==> src/rtl/i2c_slv_pkg.sv <==
package i2c_slv_pkg;
   typedef enum logic [2:0] {
      ST_IDLE,   // released, waiting for START (also used after mismatch)
      ST_ADDR,   // shifting in the address byte
      ST_AACK,   // driving the address acknowledge
      ST_RX,     // shifting in a data byte
      ST_RACK,   // driving the data acknowledge
      ST_TX,     // shifting out a data byte
      ST_TACK,   // sampling the master's acknowledge
      ST_HOLD    // master refused a byte; busy until STOP or START
   } slv_state_t;
endpackage

==> src/rtl/i2c_slv_sync.sv <==
module i2c_slv_sync #(
   parameter int STAGES = 2
) (
   input  logic clk,
   input  logic rst_n,
   input  logic scl_in,
   input  logic sda_in,
   output logic scl_s,
   output logic sda_s,
   output logic scl_rise,
   output logic scl_fall,
   output logic start_det,
   output logic stop_det
);
   generate
      if (STAGES < 2) begin : g_bad_stages
         $error("i2c_slv_sync: STAGES must be at least 2");
      end
   endgenerate

   logic [STAGES-1:0] scl_q, sda_q;
   logic              scl_d, sda_d;

   always_ff @(posedge clk or negedge rst_n) begin
      if (!rst_n) begin
         scl_q <= '1;
         sda_q <= '1;
         scl_d <= 1'b1;
         sda_d <= 1'b1;
      end else begin
         scl_q <= {scl_q[STAGES-2:0], scl_in};
         sda_q <= {sda_q[STAGES-2:0], sda_in};
         scl_d <= scl_q[STAGES-1];
         sda_d <= sda_q[STAGES-1];
      end
   end

   assign scl_s     = scl_q[STAGES-1];
   assign sda_s     = sda_q[STAGES-1];
   assign scl_rise  = scl_s & ~scl_d;
   assign scl_fall  = ~scl_s & scl_d;
   assign start_det = scl_s & scl_d & sda_d & ~sda_s;
   assign stop_det  = scl_s & scl_d & ~sda_d & sda_s;
endmodule

==> src/rtl/i2c_slv_shift.sv <==
module i2c_slv_shift #(
   parameter int W = 8
) (
   input  logic         clk,
   input  logic         rst_n,
   input  logic         load,
   input  logic [W-1:0] load_val,
   input  logic         shift_en,
   input  logic         bit_in,
   output logic [W-1:0] q
);
   generate
      if (W < 2) begin : g_bad_width
         $error("i2c_slv_shift: W must be at least 2");
      end
   endgenerate

   always_ff @(posedge clk or negedge rst_n) begin
      if (!rst_n)        q <= '0;
      else if (load)     q <= load_val;
      else if (shift_en) q <= {q[W-2:0], bit_in};
   end
endmodule

==> src/rtl/i2c_slave_engine.sv <==
module i2c_slave_engine
   import i2c_slv_pkg::*;
#(
   parameter int SYNC_STAGES = 2,
   parameter int ADDR_W      = 7,
   parameter int DATA_W      = 8
) (
   input  logic              clk,
   input  logic              rst_n,
   input  logic [ADDR_W-1:0] own_addr,
   input  logic              scl_in,
   input  logic              sda_in,
   output logic              sda_oe,
   output logic              rx_valid,
   output logic [DATA_W-1:0] rx_data,
   output logic              tx_req,
   input  logic [DATA_W-1:0] tx_data,
   output logic              busy
);
   localparam int CNT_W = $clog2(DATA_W + 1);
   localparam logic [CNT_W-1:0] CNT_FULL = CNT_W'(DATA_W);
   localparam logic [CNT_W-1:0] CNT_LAST = CNT_W'(DATA_W - 1);

   generate
      if (ADDR_W + 1 != DATA_W) begin : g_bad_addr
         $error("i2c_slave_engine: address plus direction bit must fill one byte");
      end
   endgenerate

   logic scl_s, sda_s, scl_rise, scl_fall, start_det, stop_det;

   i2c_slv_sync #(.STAGES(SYNC_STAGES)) u_sync (
      .clk(clk), .rst_n(rst_n), .scl_in(scl_in), .sda_in(sda_in),
      .scl_s(scl_s), .sda_s(sda_s), .scl_rise(scl_rise), .scl_fall(scl_fall),
      .start_det(start_det), .stop_det(stop_det)
   );

   slv_state_t        state;
   logic [CNT_W-1:0]  cnt;
   logic              is_read, m_ack;
   logic              sh_load, sh_shift;
   logic [DATA_W-1:0] sh_q;

   assign sh_load  = scl_fall && ((state == ST_AACK && is_read) ||
                                  (state == ST_TACK && m_ack));
   assign sh_shift = (scl_rise && (state == ST_ADDR || state == ST_RX)) ||
                     (scl_fall && state == ST_TX && cnt != CNT_LAST);

   i2c_slv_shift #(.W(DATA_W)) u_shift (
      .clk(clk), .rst_n(rst_n), .load(sh_load), .load_val(tx_data),
      .shift_en(sh_shift), .bit_in(sda_s), .q(sh_q)
   );

   always_ff @(posedge clk or negedge rst_n) begin
      if (!rst_n) begin
         state    <= ST_IDLE;
         cnt      <= '0;
         is_read  <= 1'b0;
         m_ack    <= 1'b0;
         sda_oe   <= 1'b0;
         rx_valid <= 1'b0;
         rx_data  <= '0;
         tx_req   <= 1'b0;
      end else begin
         rx_valid <= 1'b0;
         tx_req   <= 1'b0;
         if (start_det) begin
            state  <= ST_ADDR;
            cnt    <= '0;
            sda_oe <= 1'b0;
         end else if (stop_det) begin
            state  <= ST_IDLE;
            cnt    <= '0;
            sda_oe <= 1'b0;
         end else begin
            unique case (state)
               ST_ADDR: begin
                  if (scl_rise) cnt <= cnt + 1'b1;
                  if (scl_fall && cnt == CNT_FULL) begin
                     if (sh_q[DATA_W-1:1] == own_addr) begin
                        sda_oe  <= 1'b1;
                        is_read <= sh_q[0];
                        tx_req  <= sh_q[0];
                        state   <= ST_AACK;
                     end else begin
                        state <= ST_IDLE;
                     end
                  end
               end
               ST_AACK: begin
                  if (scl_fall) begin
                     cnt <= '0;
                     if (is_read) begin
                        sda_oe <= ~tx_data[DATA_W-1];
                        state  <= ST_TX;
                     end else begin
                        sda_oe <= 1'b0;
                        state  <= ST_RX;
                     end
                  end
               end
               ST_RX: begin
                  if (scl_rise) cnt <= cnt + 1'b1;
                  if (scl_fall && cnt == CNT_FULL) begin
                     rx_valid <= 1'b1;
                     rx_data  <= sh_q;
                     sda_oe   <= 1'b1;
                     state    <= ST_RACK;
                  end
               end
               ST_RACK: begin
                  if (scl_fall) begin
                     sda_oe <= 1'b0;
                     cnt    <= '0;
                     state  <= ST_RX;
                  end
               end
               ST_TX: begin
                  if (scl_fall) begin
                     if (cnt == CNT_LAST) begin
                        sda_oe <= 1'b0;
                        state  <= ST_TACK;
                     end else begin
                        sda_oe <= ~sh_q[DATA_W-2];
                        cnt    <= cnt + 1'b1;
                     end
                  end
               end
               ST_TACK: begin
                  if (scl_rise) begin
                     m_ack  <= ~sda_s;
                     tx_req <= ~sda_s;
                  end
                  if (scl_fall) begin
                     cnt <= '0;
                     if (m_ack) begin
                        sda_oe <= ~tx_data[DATA_W-1];
                        state  <= ST_TX;
                     end else begin
                        state <= ST_HOLD;
                     end
                  end
               end
               default: ;
            endcase
         end
      end
   end

   assign busy = (state != ST_IDLE) && (state != ST_ADDR);
endmodule

==> config.mk <==
export PLATFORM = sky130hd
export DESIGN_NAME = i2c_slave_engine
export DESIGN_NICKNAME = d
export VERILOG_FILES = /design/src/rtl/i2c_slv_pkg.sv /design/src/rtl/i2c_slv_sync.sv /design/src/rtl/i2c_slv_shift.sv /design/src/rtl/i2c_slave_engine.sv
export SDC_FILE = /design/constraint.sdc
export NUM_CORES = 1
export LEC_CHECK = 0
export ABC_AREA = 1
export BUFFER_PORTS_ARGS = -buffer_cell sky130_fd_sc_hd__buf_2
export CAP_MARGIN = 0
export CORE_UTILIZATION = 55
export CTS_CLUSTER_DIAMETER = 60
export CTS_CLUSTER_SIZE = 12
export DETAILED_ROUTE_END_ITERATION = 16
export PLACE_DENSITY = 0.78
export SYNTH_ARGS = -nofsm -noshare
export SYNTH_HDL_FRONTEND = slang
export SYNTH_HIERARCHICAL = 1
export SYNTH_SLANG_ARGS = --single-unit
==> constraint.sdc <==
create_clock -name clk -period 2.1 [get_ports clk]
set_clock_uncertainty 0.2 [all_clocks]
set_input_delay 0.105 -clock clk [delete_from_list [all_inputs] [get_ports clk]]
set_output_delay 0.105 -clock clk [all_outputs]
set_load 0.005 [all_outputs]
Word-level counts from Yosys, hierarchy flattened
Cells that the tools add are included.

Flip-flop bits (word level): 34. Output and inout port bits: 12.

Equal/unequal tests: 23. Mux-type cells: 45. Reduce and logical (&&, ||, !) cells: 23. Add/sub/neg operators: 1. Bitwise gates (word level): 15.

Operator list (number): 3-bit two-way mux (10); 4-bit two-way mux (6); 4-bit inequality test, second input constant (6); 1-bit two-way mux (21); 4-bit by 3-bit inequality test with 1-bit output, second input constant (5); 3-bit one-hot mux with 6 select lines (1); 8-bit two-way mux (2); 4-bit one-hot mux with 3 select lines (1); 5-bit AND reduction (2); 3-bit equality test, second input constant (3); 9-bit AND reduction (1); 1-bit logical AND (8); 4-bit by 1-bit inequality test with 1-bit output, second input constant (2); 1-bit NOT (8); 4-bit AND reduction (2); 8-bit AND reduction (1); 8-bit nonzero test (1); 1-bit bitwise AND (7); 7-bit equality test (1); 3-bit by 2-bit equality test with 1-bit output, second input constant (2); 1-bit one-hot mux with 6 select lines (1); 5-bit nonzero test (1); 4-bit by 1-bit adder with 4-bit output, second input constant (1); 4-bit by 3-bit equality test with 1-bit output, second input constant (1); 10 further kinds (13).

Depth between registers and ports, before layout
Gate-level depths: netlist of run 1.

Depth in word-level cells: 7. Mapped depth: 10. Depth with buffers taken out: 10.

Modules after synthesis
Netlist of run 1, hierarchy kept.

By module, submodules not included: i2c_slave_engine (cells an instance 170, times used 1, area an instance 1258.7 um2, seq. area each 500.5 um2); i2c_slv_shift (cells an instance 44, times used 1, area an instance 374.1 um2, seq. area each 200.2 um2); i2c_slv_sync (cells an instance 17, times used 1, area an instance 198.9 um2, seq. area each 157.7 um2).

Worst setup path before layout of run 1
Ideal clock, no wire load.

Path kind: register -> register. Start: register u_sync.sda_q[1]. End: register rx_data[4]. Path buffers: 1. Setup slack: 323 ps. Stages on the path, launching flop included: 11. Setup time: 117 ps. Clock period less this slack: 1777 ps. Arrival: 1459 ps. Data required time: 1783 ps. Cells stage by stage: dfstp_2 -> inv_1 -> nand2_1 -> nor2_1 -> nor2_4 -> inv_2 -> nor3_4 -> inv_2 -> buf_6 -> nand2_2 -> o21ai_2.

Word-level cells in the longest chain between the ends: 4. Elaborated cells between the ends (all ways): 6.

Ends and longest elaborated chain: from (decl) (line i2c_slv_sync.sv:21) `logic [STAGES-1:0] scl_q, sda_q;`; from (signal assigned) (line i2c_slv_sync.sv:32) `sda_q <= {sda_q[STAGES-2:0], sda_in};`; 1-bit NOT (line i2c_slv_sync.sv:42) `assign start_det = scl_s & scl_d & sda_d & ~sda_s;`; 1-bit bitwise AND (line i2c_slv_sync.sv:42); named net start_det (line i2c_slave_engine.sv:30) `logic scl_s, sda_s, scl_rise, scl_fall, start_det, stop_det;`; 1-bit NOT (no line); 4-bit AND reduction (no line); to (signal assigned) (line i2c_slave_engine.sv:106) `rx_data <= sh_q;`; to (decl) (line i2c_slave_engine.sv:15) `output logic [DATA_W-1:0] rx_data,`.

The timed path passes the listed nets, and every way through them passes these cells. A chain may end at the register's enable or synchronous reset.

Final worst setup path of run 1
Start: register u_sync.sda_q[1]. End: register rx_data[6].

Same word-level chain as after synthesis.

==> metrics, run 1 <==
Syn Area/Cell around 7.9 um^2; Yosys top cell by area dfrtp_1; Clock Power Share 0.193; diode count 0; Initial DRT Pass Iterations 4; RSZ-0062 raised after global routing true; Initial Util 0.5903; Synth Cell Area about 1800 um^2; area delta synth->final 19.95%; Final Setup Violations 0; PwrDens a little under 900 nW/um^2; Post-layout nets between 200 and 300; layout cell share with drive strength beyond 1 0.2509; Crit-path slowest cell dfstp_2; total congestion overflow 0; via/cell ratio about 5.0; aggregate global-route resource usage 0.2430; Max Freq 0.5065 GHz; PortBufs 30; TNS Setup 0 ns; Ys Warns 6; Slew Limit Fails 0; Multi-input gate area 829.5 um^2; switching portion of total power 0.3893; WL per Instance between 10 and 15 um; period utilisation layout 0.9401; PnR worst setup slack about 0.13 ns; CTS tree done; Worst Min Path Start own_addr[4]; CP peak stage delay just under 0.6 ns; post-synthesis net count 252; Leak 1.176 nW; Slew headroom 0.5232; CP Launch Type flip-flop; Critical Path End Type flip-flop; Residual DRC 0; Util after Layout 0.7081; Worst-Skew Late Latency 0.34 ns; synthesis-stage register bit count 34; most used cell, CP nand2_1; worst r2r src u_sync/sda_q[1]$_DFF_PN1_; Post-Syn Instances 231; Clock Tree Root clkbuf_4; setup slack, reg-to-reg 0.13 ns; Placed Cells 304; minimum clock period 1.974 ns; largest net degree at the start of global routing 35; clock tree sinks 34; Hold Crit Endpoint state[1]$_DFFE_PN0P_; status finished, final reports clean; Yosys cell types 28; Reg area ~860 um^2; Post CTS Setup Buffer Count 0; WP buf/inv 3; max-cap viol count 0; FP Rows 20; Reg2Reg Depth 9; top cells by area, synth dfrtp_1 38%, nand2_1 14%, dfstp_2 8.6%; Slew @ Worst Pin between 0.7 and 0.8 ns; die footprint between 3000 and 4000 um^2; Worst path top cell family by delay simple AND/OR/NAND/NOR gates; IO Count 31; initial drt markers 79; Worst Hold Depth 6; maximum buffer depth of the clock tree 2; Net Switching 0.0007602 W; post-DP HPWL 2832 um; Reg power frac 0.477; Critical Path AT 2.00 ns; worst setup path start u_sync/sda_q[1]$_DFF_PN1_; Internal about 0.0012 W; global-route wire length before repair 6265 um; Fillers slightly below 300; clock transition at the registers of the reported paths 0.10 ns; antenna violations before repair 0; critical path fanouts, max 14; Max IR drop VDD around 0.61 mV; H-tree depth 2; fin cells ~320; vias in the first global route between 1,000 and 1,500; width of the die ~60 um; core area ~3100 um^2; Synth top area share 0.3825; via count between 1,500 and 2,000; Total Routed Length roughly 3800 um; worst reg2reg endpoint rx_data[6]$_DFFE_PN0P_; Required @ worst endpoint about 2.1 ns; post-route ant nets 0; CP Class flip-flop to flip-flop; Gate power share 0.330; Die Y about 60 um; Num CTS Buffers 5; Hold Crit Class primary input to flip-flop; GPL Wtd Cong roughly 0.91; final hold vios 0; CP Cell Sequence inv_1 -> nand2_1 -> nor2_1 -> nor2_4 -> inv_2 -> nor3_4 -> inv_4 -> nand2_1 -> o21ai_2; register area share after synthesis 0.4686; Setup WS pre-CTS roughly 0.12 ns
==> cells in the mapped netlist <==
library cell / instances
nor3_4: 1
nand2_2: 5
xor2_1: 2
o21ai_1: 3
buf_4: 1
o21bai_1: 3
o22ai_1: 1
o21ai_2: 7
nand4_2: 1
a21oi_1: 3
o211ai_1: 1
inv_1: 25
nor2_1: 20
dfrtp_1: 28
nor3_1: 1
nand3_1: 29
a21oi_4: 1
xnor2_1: 1
o21ai_0: 6
nand3_2: 1
buf_6: 2
dfstp_2: 6
nand3b_1: 2
nand4_1: 1
inv_2: 6
nand2_1: 70
ha_1: 2
nor2_4: 2
==> cell families after synthesis <==
kind of cell / count (synthesis) / synth area share
flip-flops: 34 / 0.4686
buffers and inverters: 34 / 0.07992
AND/OR/NAND/NOR: 133 / 0.3285
adder cells (fa/ha/maj): 2 / 0.01366
XOR/XNOR: 3 / 0.01435
AO/OA/AOI/OAI: 25 / 0.09495
==> worst max path at each step <==
stage	cells past startpoint	slack, ns	end
after floorplan	10	0.32	rx_data[4]$_DFFE_PN0P_
after global placement	9	0.15	rx_data[7]$_DFFE_PN0P_
after detailed placement	9	0.12	rx_data[6]$_DFFE_PN0P_
after CTS	9	0.09	rx_data[6]$_DFFE_PN0P_
after global routing	9	-0.02	rx_data[6]$_DFFE_PN0P_
final	9	0.13	rx_data[6]$_DFFE_PN0P_
==> power by group through the flow <==
stage	clock network [W]	registers, W	logic, W
floorplan	0	0.000900	0.000473
global placement	0	0.000938	0.000624
detailed placement	0	0.000941	0.000633
CTS	0.000392	0.000929	0.000649
global route	0.000415	0.000949	0.000737
finish	0.000377	0.000931	0.000645
==> worst register-to-register path, stage by stage, from the launching register on <==
cell and delay (ns):
dfstp_2 0.58, inv_1 0.05, nand2_1 0.06, nor2_1 0.08, nor2_4 0.22, inv_2 0.10, nor3_4 0.27, inv_4 0.14
nand2_1 0.11, o21ai_2 0.05
==> sequential cells by signal (all words and copies together) (netlist names) <==
signal,count
u_sync/sda_q,2
rx_valid,1
cnt,4
m_ack,1
u_shift/q,8
u_sync/scl_d,1
u_sync/scl_q,2
is_read,1
tx_req,1
u_sync/sda_d,1
rx_data,8
sda_oe,1
state,3
==> stage by stage <==
step,power [W],area (um^2),hold WS (ns)
after floorplan,0.001373,1832,-0.3906
after global placement,0.001562,2022,0.005557
after detailed placement,0.001573,2022,0.006187
after CTS,0.001970,2192,0.06347
after global routing,0.002101,2197,0.1308
final,0.001953,2197,0.07062
==> cells in the final DEF, fill, tap and decap left out, types with 3 or more instances in the layout <==
cell type      netlist  final
nand2_1             70     70
buf_2                0     30
nand3_1             29     29
dfrtp_1             28     28
inv_1               25     25
nor2_1              20     19
dlygate4sd3_1        0     11
o21ai_2              7      7
o21ai_0              6      6
dfstp_2              6      6
inv_2                6      5
nand2_2              5      5
clkbuf_4             0      5
a21oi_1              3      3
o21ai_1              3      3
o21bai_1             3      3
==> layer usage <==
layer | track usage | part of all wire | vias up
li1 | - | - | 826
met1 | 0.3072 | 0.47 | 729
met2 | 0.3984 | 0.47 | 40
met3 | 0.06710 | 0.047 | 8
met4 | 0.08638 | 0.018 | 0
met5 | 0 | 0 | -
==> repair_timing <==
| item | CTS | global route |
|---|---|---|
| resized for setup | 0 | 2 |
| hold endpoints to repair | 38 | 0 |
| endpoints found under the setup margin | 0 | 8 |
| hold buffers | 11 | 0 |
==> layout make-up <==
type,instances,share of cell area
sequential,34,0.3907
multi-input combinational,163,0.3776
timing repair buffer,43,0.1253
inverter,31,0.05410
clock buffer,7,0.02506
tap,44,0.02506
clock inverter,1,0.002278
No activity file was read; power rests on OpenSTA's default activity.
==> inputs of run 2 (changes only) <==
--- a/config.mk
+++ b/config.mk
@@ -6,6 +6,7 @@
 export NUM_CORES = 1
 export LEC_CHECK = 0
 export ABC_AREA = 1
+export ABC_CLOCK_PERIOD_IN_PS = 2200
 export BUFFER_PORTS_ARGS = -buffer_cell sky130_fd_sc_hd__buf_2
 export CAP_MARGIN = 0
 export CORE_UTILIZATION = 55
==> constraint.sdc (replaced) <==
create_clock -name clk -period 2.2 [get_ports clk]
set_clock_uncertainty 0.2 [all_clocks]
set_input_delay 0.11 -clock clk [delete_from_list [all_inputs] [get_ports clk]]
set_output_delay 0.11 -clock clk [all_outputs]
set_load 0.005 [all_outputs]
==> run 2 against run 1 <==
Total power is essentially flat. Register-to-register slack gained 0.11 ns. Combinational power shrank 4.2%. Die area is the same. Design area grew 0.57%. Routed wire length grew 0.90%. Worst hold slack gained 0.016 ns. Critical path depth is the same.
==> metrics, run 2 (synthesis results as in run 1) <==
Required @ worst endpoint around 2.2 ns; Num CTS Buffers 5; PortBufs 30; CP Cell Sequence inv_1 -> nand2_1 -> nor2_1 -> nor2_4 -> inv_2 -> nor3_4 -> inv_2 -> nand2_1 -> o21ai_2; maximum buffer depth of the clock tree 2; CP Launch Type flip-flop; clock transition at the registers of the reported paths roughly 0.090 ns; diode count 0; WP buf/inv 3; Slew headroom 0.5255; Residual DRC 0; final hold vios 0; status finished, final reports clean; period utilisation layout 0.8944; CTS tree done; CP peak stage delay 0.58 ns; Metal-1 WL between 1500 and 2000 um; Reg2Reg Depth 9; vias in the first global route 1,442; Internal 0.001224 W; Util after Layout 0.7121; area delta synth->final 20.63%; Slew Limit Fails 0; Worst path top cell family by delay simple AND/OR/NAND/NOR gates; FP Rows 20; Clock Tree Root clkbuf_4; most common cell after layout, fill and taps aside nand2_1; RSZ-0062 raised after global routing false; Min Hold Slack a little under 0.09 ns; Worst Hold Depth 6; Max Freq just over 0.5 GHz; CP Class flip-flop to flip-flop; Net Switching 0.0007286 W; highest metal used met4; WL per Instance roughly 12 um; Finished Cell Area approximately 2200 um^2; Initial Util 0.5903; largest registers rx_data x8, u_shift/q x8, cnt x4; minimum clock period ~2.0 ns; Hold Crit Class primary input to flip-flop; PwrDens 883.7 nW/um^2; Critical Path Stages 9; antenna violations before repair 0; switching portion of total power 0.3731; initial drt markers 68; Die Y roughly 60 um; Clock Power Share 0.228; width of the die ~60 um; post-DP HPWL around 2800 um; post-route ant nets 0; Post-DP Area 2022 um^2; Post-layout nets ~300; H-tree depth 2; Fillers roughly 270; IO Count 31; Post CTS Setup Buffer Count 0; global-route wire length before repair slightly above 6000 um; Worst-Skew Late Latency ~0.35 ns; most frequent cells in the layout 70 x nand2_1, 30 x buf_2, 29 x nand3_1; Initial DRT Pass Iterations 4; via count 1,649; TNS Setup 0 ns; Max IR drop VDD 0.6067 mV; Reg power frac 0.456; layout cell share with drive strength beyond 1 0.2473; Gate power share 0.317; aggregate global-route resource usage 0.2397; Final Setup Violations 0; Leak ~1.2 nW; Slew @ Worst Pin 0.7117 ns; Critical Path End Type flip-flop; max-cap viol count 0; die footprint 3565 um^2; Crit-path slowest cell dfstp_2; clock tree sinks 34; met2 wire len 1811 um; largest net degree at the start of global routing 35; via/cell ratio 5.105; total congestion overflow 0; Critical Path AT approximately 2 ns; WL met3 220 um; GPL Wtd Cong ~0.93; core area 3103 um^2; critical path fanouts, max 14; Total Routed Length between 3000 and 4000 um
[run 2: worst paths after layout]
kind                                              to  slack (ns)                       from
min in group asynchronous   u_shift/q[1]$_DFFE_PN0P_        0.13                      rst_n
max in group asynchronous         cnt[2]$_DFFE_PN0P_        1.19                      rst_n
setup / recovery              rx_data[6]$_DFFE_PN0P_        0.23  u_sync/sda_q[1]$_DFF_PN1_
hold / removal                  state[1]$_DFFE_PN0P_        0.09                own_addr[4]
setup reg to reg              rx_data[6]$_DFFE_PN0P_        0.23  u_sync/sda_q[1]$_DFF_PN1_
hold reg to reg            u_sync/scl_q[1]$_DFF_PN1_        0.17  u_sync/scl_q[0]$_DFF_PN1_
[run 2: cell type report]
cell class                 instances  area (um^2)  area share
sequential                        34        858.3      0.3884
inverter                          31        116.4     0.05266
multi-input combinational        163        829.5      0.3754
timing repair buffer              43        275.3      0.1246
tap                               44        55.05     0.02492
clock buffer                       7        45.04     0.02039
clock inverter                     1        30.03     0.01359
[run 2: worst register-to-register path: stages, from the launching register on]
cell	delay [ns]
dfstp_2	0.58
inv_1	0.05
nand2_1	0.05
nor2_1	0.06
nor2_4	0.21
inv_2	0.10
nor3_4	0.24
inv_2	0.18
nand2_1	0.13
o21ai_2	0.05
[run 2: stage by stage]
step / instances / setup slack (ns) / power, W
after floorplan: 231 / 0.4231 / 0.001311
after global placement: 304 / 0.2618 / 0.001493
after detailed placement: 304 / 0.2385 / 0.001499
after CTS: 323 / 0.1977 / 0.001957
after global routing: 323 / 0.09074 / 0.002090
final: 323 / 0.2323 / 0.001953
[run 2: repair_timing]
| item | in CTS | in global routing |
|---|---|---|
| endpoints found under the setup margin | 0 | 1 |
| hold buffers | 11 | 0 |
| endpoints found under the hold margin | 39 | 0 |
| gates resized for setup | 0 | 1 |
[run 2: per-layer routing]
layer  up-vias  GRT usage
met3         7    0.06277
met2        44     0.3810
li1        826          -
met5         -          0
met1       772     0.3142
met4         0    0.08970
[run 2: power by group through the flow]
stage	Clock (W)	Sequential, W	Combinational [W]
after global placement	0	0.000895	0.000597
final	0.000444	0.000890	0.000618
after global routing	0.000476	0.000906	0.000707
after CTS	0.000451	0.000886	0.000619
after floorplan	0	0.000859	0.000452
after detailed placement	0	0.000896	0.000603
==> inputs of run 3 (changes only) <==
--- a/config.mk
+++ b/config.mk
@@ -6,7 +6,7 @@
 export NUM_CORES = 1
 export LEC_CHECK = 0
 export ABC_AREA = 1
-export ABC_CLOCK_PERIOD_IN_PS = 2200
+export ABC_CLOCK_PERIOD_IN_PS = 2000
 export BUFFER_PORTS_ARGS = -buffer_cell sky130_fd_sc_hd__buf_2
 export CAP_MARGIN = 0
 export CORE_UTILIZATION = 55
==> constraint.sdc (replaced) <==
create_clock -name clk -period 2 [get_ports clk]
set_clock_uncertainty 0.2 [all_clocks]
set_input_delay 0.1 -clock clk [delete_from_list [all_inputs] [get_ports clk]]
set_output_delay 0.1 -clock clk [all_outputs]
set_load 0.005 [all_outputs]
==> run 3 against run 2 <==
Total power increased by 9.0%. Non-clock buffer count increased by 3. Register-to-register slack got worse by 0.09 ns. Die area unchanged. Via count decreased by 0.42%. Combinational power increased by 11%. Sequential share of layout area decreased by 0.51 points. Count of clock-buffer cells in the layout increased by 1. Critical path depth decreased by 1. Flip-flop and latch count unchanged. Worst setup slack got worse by 0.092 ns. Global-route usage increased by 0.48 points.
==> metrics, run 3 (synthesis results as in run 1) <==
status finished, final reports clean; layout cell share with drive strength beyond 1 0.2695; via count roughly 1,600; diode count 0; Crit-path slowest cell dfrtp_1; largest net degree at the start of global routing 35; CP peak stage delay ~0.42 ns; minimum clock period about 1.9 ns; antenna violations before repair 0; CTS tree done; RSZ-0062 raised after global routing false; die footprint roughly 3600 um^2; TNS Setup 0 ns; clock tree sinks 34; period utilisation layout 0.9298; final hold vios 0; FP Rows 20; area delta synth->final 22.40%; Slew @ Worst Pin 0.7178 ns; clock transition at the registers of the reported paths about 0.10 ns; Leak approximately 1.2 nW; Slew headroom 0.5214; WL per Instance about 11 um; Critical Path End Type flip-flop; WP buf/inv 1; width of the die about 60 um; Min Hold Slack ~0.047 ns; Num CTS Buffers 5; Critical Path AT 1.88 ns; CP Cell Sequence ha_1 -> nand3_1 -> nand2_1 -> o21ai_0 -> buf_4 -> nor2_4 -> nand2_1 -> nand3_1; critical path fanouts, max 9; Initial DRT Pass Iterations 4; PortBufs 30; IO Count 31; aggregate global-route resource usage 0.2446; Residual DRC 0; most common cell after layout, fill and taps aside nand2_1; max-cap viol count 0; Required @ worst endpoint between 2 and 2.5 ns; via/cell ratio between 5 and 6; initial drt markers 108; Max IR drop VDD between 0.7 and 0.8 mV; fin cells around 330; Placed Cells 305; Die Y 59.71 um; Post-DP Area approximately 2000 um^2; Initial Util 0.5903; maximum buffer depth of the clock tree 2; Finished Cell Area 2242 um^2; Hold Crit Class primary input to flip-flop; Fillers around 260; Final Setup Violations 0; Worst-Skew Late Latency ~0.33 ns; CP Launch Type flip-flop; Util after Layout 0.7226; global-route wire length before repair about 6300 um; Worst path top cell family by delay simple AND/OR/NAND/NOR gates; Max Freq around 0.54 GHz; Slew Limit Fails 0; Post-layout nets 302; most frequent cells in the layout 70 x nand2_1, 30 x buf_2, 29 x nand3_1; Total Routed Length between 3000 and 4000 um; vias in the first global route about 1,400; total congestion overflow 0; GPL Wtd Cong around 0.94; Clock Tree Root clkbuf_4; post-DP HPWL 2742 um; H-tree depth 2; largest registers rx_data x8, u_shift/q x8, cnt x4; post-route ant nets 0; core area 3103 um^2; CP Class flip-flop to flip-flop; PwrDens 949.6 nW/um^2
-- run 3: cell types whose count changed in the layout (fill, tap and decap cells not counted) --
cell | before | now
inv_2 | 6 | 5
buf_4 | 2 | 5
nor2_1 | 19 | 18
inv_4 | 0 | 1
clkbuf_1 | 2 | 0
dfrtp_1 | 28 | 27
clkbuf_8 | 0 | 3
dfrtp_2 | 0 | 1
bufinv_16 | 1 | 0
nor2_2 | 1 | 2
-- run 3: worst reg2reg max path, stage by stage, from the launching register on --
cell     delay [ns]
dfrtp_1        0.42
ha_1           0.23
nand3_1        0.16
nand2_1        0.14
o21ai_0        0.19
buf_4          0.21
nor2_4         0.07
nand2_1        0.06
nand3_1        0.06
-- run 3: per-layer routing --
metal	up-vias	part of all wire	GRT usage
met3	8	0.047	0.05195
met2	46	0.44	0.3619
met1	750	0.49	0.3385
met5	-	0	0
li1	838	-	-
met4	0	0.021	0.1229
-- run 3: final timing paths --
| path | start | to | slack, ns | depth (start not counted) |
|---|---|---|---|---|
| worst max-delay path | cnt[0]$_DFFE_PN0P_ | u_shift/q[5]$_DFFE_PN0P_ | 0.14 | 8 |
| worst min-delay path | own_addr[4] | state[1]$_DFFE_PN0P_ | 0.05 | 6 |
| worst max register to register | cnt[0]$_DFFE_PN0P_ | u_shift/q[5]$_DFFE_PN0P_ | 0.14 | 8 |
| worst min register to register | u_sync/scl_q[0]$_DFF_PN1_ | u_sync/scl_q[1]$_DFF_PN1_ | 0.16 | 0 |
| max in group asynchronous | rst_n | state[1]$_DFFE_PN0P_ | 0.96 | 2 |
| min in group asynchronous | rst_n | u_shift/q[6]$_DFFE_PN0P_ | 0.14 | 2 |
-- run 3: cell type report --
cell class / count / area [um^2] / area share
clock buffer: 8 / 78.83 / 0.03516
sequential: 34 / 859.6 / 0.3834
multi-input combinational: 163 / 832.0 / 0.3711
timing repair buffer: 46 / 297.8 / 0.1328
inverter: 31 / 118.9 / 0.05301
tap: 44 / 55.05 / 0.02455
-- run 3: repair_timing --
action                     4_1_cts  5_1_grt
gates resized for setup          0        4
setup endpoints to repair        0       17
hold endpoints to repair        39        0
setup buffers                    0        2
hold buffers                    11        0
-- run 3: per-stage QoR --
| step | total power [W] | worst slack (ns) |
|---|---|---|
| finish | 0.002129 | 0.1404 |
| CTS | 0.002137 | 0.03115 |
| floorplan | 0.001442 | 0.2231 |
| global route | 0.002297 | 0.03465 |
| detailed placement | 0.001652 | 0.04970 |
| global placement | 0.001645 | 0.03770 |
-- run 3: power by group --
| part | switching (W) | total, W | internal (W) |
|---|---|---|---|
| sequential | 0.000155 | 0.000978 | 0.000823 |
| clock | 0.000223 | 0.000463 | 0.000240 |
| combinational | 0.000417 | 0.000688 | 0.000271 |
